<file path="src/rtl/pir_seq_pkg.sv">
package pir_seq_pkg;

  typedef enum logic [2:0] {
    ST_OFF,
    ST_BLANK,
    ST_WAIT,
    ST_GAP,
    ST_CFG,
    ST_DET,
    ST_ERR
  } seq_state_t;

  typedef enum logic [1:0] {
    ERR_NONE    = 2'd0,
    ERR_TIMEOUT = 2'd1,
    ERR_CONFIG  = 2'd2
  } seq_err_t;

  // Power-up defaults: threshold 56, gain 2, filter type B, in encoded form.
  localparam int         DEF_THRESH    = 56;
  localparam logic [1:0] DEF_GAIN_CODE = 2'd3;
  localparam logic [2:0] DEF_FILT_CODE = 3'd0;

endpackage

</file>
<file path="src/rtl/pir_line_sync.sv">
module pir_line_sync #(
  parameter int STAGES = 2
) (
  input  logic clk,
  input  logic rst,
  input  logic line_async,
  output logic rise,
  output logic fall
);
  // STAGES flops of synchroniser plus one history flop for edge detection.
  logic [STAGES:0] sh;

  always_ff @(posedge clk) begin
    if (rst) sh <= '0;
    else     sh <= {sh[STAGES-1:0], line_async};
  end

  assign rise = sh[STAGES-1] & ~sh[STAGES];
  assign fall = ~sh[STAGES-1] & sh[STAGES];
endmodule

</file>
<file path="src/rtl/pir_setting_enc.sv">
module pir_setting_enc #(
  parameter int TH_W = 8
) (
  input  logic [TH_W-1:0] thresh_i,
  input  logic [1:0]      gain_val,
  input  logic [1:0]      filt_idx,
  output logic [TH_W-1:0] thresh_o,
  output logic [1:0]      gain_code,
  output logic [2:0]      filt_code,
  output logic            valid
);
  assign thresh_o = thresh_i;

  always_comb begin
    valid = 1'b1;
    case (gain_val)
      2'd1:    gain_code = 2'd1;
      2'd2:    gain_code = 2'd3;
      2'd3:    gain_code = 2'd0;
      default: begin gain_code = 2'd0; valid = 1'b0; end
    endcase
  end

  always_comb begin
    case (filt_idx)
      2'd0:    filt_code = 3'd7;
      2'd1:    filt_code = 3'd0;
      2'd2:    filt_code = 3'd1;
      default: filt_code = 3'd2;
    endcase
  end
endmodule

</file>
<file path="src/rtl/pir_interval_timer.sv">
module pir_interval_timer #(
  parameter int W = 8
) (
  input  logic         clk,
  input  logic         rst,
  input  logic         restart,
  input  logic [W-1:0] limit,
  output logic         expired
);
  logic [W-1:0] cnt;

  // Expires in the limit-th cycle after a restart; holds there.
  assign expired = (cnt >= limit - 1'b1);

  always_ff @(posedge clk) begin
    if (rst || restart) cnt <= '0;
    else if (!expired)  cnt <= cnt + 1'b1;
  end
endmodule

</file>
<file path="src/rtl/pir_bringup_seq.sv">
module pir_bringup_seq
  import pir_seq_pkg::*;
#(
  parameter int CLK_KHZ     = 125000,
  parameter int TH_W        = 8,
  parameter int READY_EDGES = 2,
  parameter int SYNC_STAGES = 2,
  parameter int T_OFF       = 35 * CLK_KHZ,
  parameter int T_BLANK     = 2 * CLK_KHZ,
  parameter int T_READY_MAX = 1300 * CLK_KHZ,
  parameter int T_GAP       = (CLK_KHZ + 99) / 100
) (
  input  logic            clk,
  input  logic            rst,
  input  logic            cfg_req,
  input  logic [TH_W-1:0] req_thresh,
  input  logic [1:0]      req_gain,
  input  logic [1:0]      req_filter,
  input  logic            line_in,
  input  logic            cfg_done,
  input  logic            cfg_ok,
  output logic            pwr_en,
  output logic            line_oe,
  output logic            data_oe,
  output logic            cfg_start,
  output logic [TH_W-1:0] set_thresh,
  output logic [1:0]      set_gain_code,
  output logic [2:0]      set_filt_code,
  output logic            detecting,
  output logic [1:0]      err_code,
  output logic            evt_valid,
  output logic            evt_dir
);
  localparam int TMAX_A = (T_OFF > T_BLANK) ? T_OFF : T_BLANK;
  localparam int TMAX_B = (T_READY_MAX > T_GAP) ? T_READY_MAX : T_GAP;
  localparam int TMAX   = (TMAX_A > TMAX_B) ? TMAX_A : TMAX_B;
  localparam int TW     = $clog2(TMAX + 1);
  localparam int EW     = $clog2(READY_EDGES + 1);

  seq_state_t st, st_n;
  seq_err_t   err_q, err_n;
  logic [EW-1:0] fall_cnt;
  logic [TW-1:0] limit;
  logic expired, restart;
  logic rise, fall;

  logic [TH_W-1:0] enc_thresh;
  logic [1:0]      enc_gain;
  logic [2:0]      enc_filt;
  logic            enc_valid, accept;

  pir_line_sync #(.STAGES(SYNC_STAGES)) sync_i (
    .clk(clk), .rst(rst), .line_async(line_in), .rise(rise), .fall(fall)
  );

  pir_setting_enc #(.TH_W(TH_W)) enc_i (
    .thresh_i(req_thresh), .gain_val(req_gain), .filt_idx(req_filter),
    .thresh_o(enc_thresh), .gain_code(enc_gain), .filt_code(enc_filt),
    .valid(enc_valid)
  );

  pir_interval_timer #(.W(TW)) tmr_i (
    .clk(clk), .rst(rst), .restart(restart), .limit(limit), .expired(expired)
  );

  always_comb begin
    case (st)
      ST_OFF:   limit = TW'(T_OFF);
      ST_BLANK: limit = TW'(T_BLANK);
      ST_WAIT:  limit = TW'(T_READY_MAX);
      ST_GAP:   limit = TW'(T_GAP);
      default:  limit = TW'(1);
    endcase
  end

  assign accept  = cfg_req && enc_valid && (st == ST_DET || st == ST_ERR);
  assign restart = (st_n != st);

  always_comb begin
    st_n  = st;
    err_n = err_q;
    case (st)
      ST_OFF:   if (expired) st_n = ST_BLANK;
      ST_BLANK: if (expired) st_n = ST_WAIT;
      ST_WAIT: begin
        if (fall && fall_cnt == EW'(READY_EDGES - 1)) st_n = ST_GAP;
        else if (expired) begin
          st_n  = ST_ERR;
          err_n = ERR_TIMEOUT;
        end
      end
      ST_GAP:   if (expired) st_n = ST_CFG;
      ST_CFG: begin
        if (cfg_done) begin
          if (cfg_ok) st_n = ST_DET;
          else begin
            st_n  = ST_ERR;
            err_n = ERR_CONFIG;
          end
        end
      end
      default: begin
        if (accept) begin
          st_n  = ST_OFF;
          err_n = ERR_NONE;
        end
      end
    endcase
  end

  always_ff @(posedge clk) begin
    if (rst) begin
      st            <= ST_OFF;
      err_q         <= ERR_NONE;
      fall_cnt      <= '0;
      set_thresh    <= TH_W'(DEF_THRESH);
      set_gain_code <= DEF_GAIN_CODE;
      set_filt_code <= DEF_FILT_CODE;
      pwr_en        <= 1'b0;
      line_oe       <= 1'b0;
      data_oe       <= 1'b0;
      cfg_start     <= 1'b0;
      detecting     <= 1'b0;
      err_code      <= 2'd0;
      evt_valid     <= 1'b0;
      evt_dir       <= 1'b0;
    end else begin
      st    <= st_n;
      err_q <= err_n;
      if (restart)                 fall_cnt <= '0;
      else if (st == ST_WAIT && fall) fall_cnt <= fall_cnt + 1'b1;
      if (accept) begin
        set_thresh    <= enc_thresh;
        set_gain_code <= enc_gain;
        set_filt_code <= enc_filt;
      end
      pwr_en    <= (st_n != ST_OFF);
      line_oe   <= (st_n == ST_CFG);
      data_oe   <= (st_n == ST_CFG);
      cfg_start <= (st_n == ST_CFG) && (st != ST_CFG);
      detecting <= (st_n == ST_DET);
      err_code  <= err_n;
      evt_valid <= (st == ST_DET) && (st_n == ST_DET) && (rise || fall);
      evt_dir   <= rise;
    end
  end
endmodule

</file>
<file path="config.mk">
export PLATFORM = sky130hd
export DESIGN_NAME = pir_bringup_seq
export DESIGN_NICKNAME = d
export VERILOG_FILES = /design/src/rtl/pir_seq_pkg.sv /design/src/rtl/pir_line_sync.sv /design/src/rtl/pir_setting_enc.sv /design/src/rtl/pir_interval_timer.sv /design/src/rtl/pir_bringup_seq.sv
export SDC_FILE = /design/constraint.sdc
export NUM_CORES = 1
export LEC_CHECK = 0
export ABC_CLOCK_PERIOD_IN_PS = 8270
export BUFFER_PORTS_ARGS = -buffer_cell sky130_fd_sc_hd__buf_2
export CAP_MARGIN = 20
export CELL_PAD_IN_SITES_DETAIL_PLACEMENT = 0
export CELL_PAD_IN_SITES_GLOBAL_PLACEMENT = 2
export CORE_ASPECT_RATIO = 1.75
export CORE_UTILIZATION = 38
export DETAILED_ROUTE_END_ITERATION = 16
export PLACE_DENSITY = 0.82
export SLEW_MARGIN = 20
export SYNTH_ARGS = -nofsm -noshare
export SYNTH_HDL_FRONTEND = slang
export SYNTH_SLANG_ARGS = --single-unit
export TNS_END_PERCENT = 10
</file>
<file path="constraint.sdc">
create_clock -name clk -period 8.27 [get_ports clk]
set_input_delay 1.654 -clock clk [delete_from_list [all_inputs] [get_ports clk]]
set_output_delay 1.654 -clock clk [all_outputs]
set_load 0.01 [all_outputs]
</file>
==> results.sh <==
export IMPL_synth_seq_cells=57
export IMPL_cts_buffer_depth=2
export IMPL_fin_ws_ns=3.990
export IMPL_area_growth_pct=16.79
export IMPL_core_area_sq_um=8727
export IMPL_period_share_pct=51.75
export IMPL_hp_start="set_thresh[0]"
export IMPL_crit_path_end_kind="register"
export IMPL_cts_resized=0
export IMPL_die_w_microns=73.95
export IMPL_wirelength_microns=8804
export IMPL_pin_count=40
export IMPL_portBuffers=39
export IMPL_hpwl_microns=6403
export IMPL_hold_viol=0
export IMPL_via_per_inst=5.447
export IMPL_drive_above_1_share_pct=16.26
export IMPL_clk_insertion_delay_late_ns=0.33
export IMPL_rows=45
export IMPL_rrSetupSlack_ns=3.99
export IMPL_start_util_pct=39.44
export IMPL_netlist_area_leader_share_pct=33.15
export IMPL_clock_skew_final_ns=0.007837
export IMPL_wl_met1_microns=3647
export IMPL_crit_arrival_ns=4.49
export IMPL_die_y_microns=127.9
export IMPL_ir_worst_vdd_mv=0.1004
export IMPL_cts_tree="done"
export IMPL_cts_hold_fix_buffers=0
export IMPL_cp_startpoint="st[2]"
export IMPL_period_needed_ns=4.280
export IMPL_grt_pass1_wl_microns=14660
export IMPL_syn_avg_cell_area_sq_um=8.375
export IMPL_fillers=862
export IMPL_yosys_area_top_type="dfxtp_1"
export IMPL_power_density_nw_per_um2=160.8
export IMPL_rr_startpoint="st[2]"
export IMPL_cts_root_buffer="clkbuf_16"
export IMPL_multi_input_area_sq_um=2158
export IMPL_ff_latch_area_sq_um=1141
export IMPL_dr_total_vias=3083
export IMPL_cp_data_required_time_ns=8.48
export IMPL_met3_length_microns=289
export IMPL_run_status="finished clean"
export IMPL_drv_cap=0
export IMPL_ys_types=54
export IMPL_clkTransAtPathRegs_ns=0.05
export IMPL_post_place_ws_ns=4.017
export IMPL_grt_max_degree=31
export IMPL_finalMaxSlewViolations=0
export IMPL_slew_headroom_pct=49.10
export IMPL_ys_warn_count=0
export IMPL_rsz0062_at_grt="no"
export IMPL_ys_flop_type="dfxtp_1"
export IMPL_tightest_slew_ns=0.7634
export IMPL_highest_layer="met4"
export IMPL_finalSetupTns_ns=0
export IMPL_worst_hold_slack_ns=0.4479
export IMPL_nNetsFinal=500
export IMPL_drc_errors=0
export IMPL_synth_area_top_cells="dfxtp_1 (33%), ha_1 (13%), nand2_1 (5.2%)"
export IMPL_die_area_sq_um=9458
export IMPL_yosys_top_cells_count="dfxtp_1 (57), nand2_1 (48), ha_1 (37)"
export IMPL_netlist_instances=411
export IMPL_power_leakage_nw=1.637
export IMPL_grt_usage_pct=20.48
export IMPL_drt_first_pass_iters=4
export IMPL_power_mw=0.6464
export IMPL_syn_area_sq_um=3442
export IMPL_dp_cells=551
export IMPL_worstPathMaxFanout=19
export IMPL_synth_edf_count=0
export IMPL_cts_setup_buffers=0
export IMPL_worst_setup_path_start_kind="register"
export IMPL_grt_overflow=0
export IMPL_path_class="register to register"
export IMPL_synthArstFlopShare_pct=0
export IMPL_final_antenna_net_count=0
export IMPL_drt_iter0_markers=123
export IMPL_ys_seq_area_share_pct=33.15
export IMPL_cts_num_sinks=57
export IMPL_synth_most_common_cell="dfxtp_1"
export IMPL_fmax_mhz=233.7
export IMPL_antenna_found_initial=0
export IMPL_setup_violations=0
export IMPL_antennaDiodeCount=0
export IMPL_gp_routability_congestion=0.7991
export IMPL_wire_per_inst_microns=15.55
export IMPL_grt_pass1_vias=2977
export IMPL_ctsHtreeMaxLevel=3
export IMPL_route_met2_wl_microns=4467
export IMPL_hp_class="register to register"
export IMPL_numCtsBuffers=9
export IMPL_finalNonFillerCells=566
==> final timing paths <==
| path | end | cells past startpoint |
|---|---|---|
| setup / recovery | data_oe | 15 |
| hold / removal | set_thresh[0] | 2 |
| hold reg to reg | set_thresh[0] | 2 |
| setup reg to reg | data_oe | 15 |
==> cell usage in the layout (no fill, tap or decap), types with 3 or more instances in the layout <==
cell,count
ha_1,37
o21ai_0,13
clkbuf_16,9
xnor2_1,14
a21o_1,3
clkinv_2,3
and3_1,5
conb_1,4
clkbuf_8,3
a211oi_2,3
a211oi_1,14
nand3_1,17
inv_1,18
nand2b_1,4
nor2b_1,5
a21oi_1,20
nor3_1,21
o31ai_1,9
buf_4,3
buf_2,39
nor4_1,15
nand4_1,10
dfxtp_1,57
nand2_1,48
or3_1,9
nand3b_1,7
or4_1,7
nor2_1,18
==> worst max-delay path, stage by stage, from the launching register on <==
cell      delay, ns
dfxtp_1        0.46
nor2_1         0.22
inv_1          0.12
nor2_1         0.31
inv_1          0.13
ha_1           0.21
nand2_1        0.08
a21boi_0       0.24
ha_1           0.16
nand4_1        0.09
nor4_1         0.28
nand2_1        0.11
o21ai_2        0.61
or2_1          0.63
nor2_1         0.19
o31a_1         0.32
==> power breakdown <==
part	switching, mW	internal, mW
clock	0.123	0.223
combinational	0.0115	0.00875
sequential	0.00221	0.277
total	0.137	0.509
==> routing by layer <==
layer  vias to the layer above  global-route usage (%)
met5                         -                       0
met4                         0                   12.22
met3                        24                   4.088
met2                        71                   35.88
met1                      1418                   21.87
li1                       1570                       -
==> cell families after synthesis <==
group,share of synthesized area [%]
flip-flops,33.15
multiplexers,0.5816
AO/OA/AOI/OAI,15.89
XOR/XNOR,3.817
adder cells (fa/ha/maj),13.45
other,0.1089
buffers and inverters,5.089
AND/OR/NAND/NOR,27.92
==> cell type report <==
class                           count  share of cell area [%]
Tap cell                          117                   3.641
Inverter                           20                   1.867
Clock inverter                      3                  0.3735
Clock buffer                       12                   6.629
Multi-Input combinational cell    315                   53.69
Sequential cell                    57                   28.38
Timing Repair Buffer               42                   5.415
==> per-stage QoR <==
step	util, %	instance area, sq um
6_report	46.06	4020
3_3_place_gp	42.84	3739
5_1_grt	46.06	4020
3_5_place_dp	42.84	3739
2_1_floorplan	-	3453
4_1_cts	46.06	4020
==> flip-flops by register name, indices dropped and copies added (netlist names) <==
name / cells
tmr_i.cnt: 28
set_thresh: 8
set_filt_code: 3
st: 3
sync_i.sh: 3
err_q: 2
fall_cnt: 2
set_gain_code: 2
cfg_start: 1
data_oe: 1
detecting: 1
evt_dir: 1
evt_valid: 1
pwr_en: 1
No activity file was read; power rests on OpenSTA's default activity.
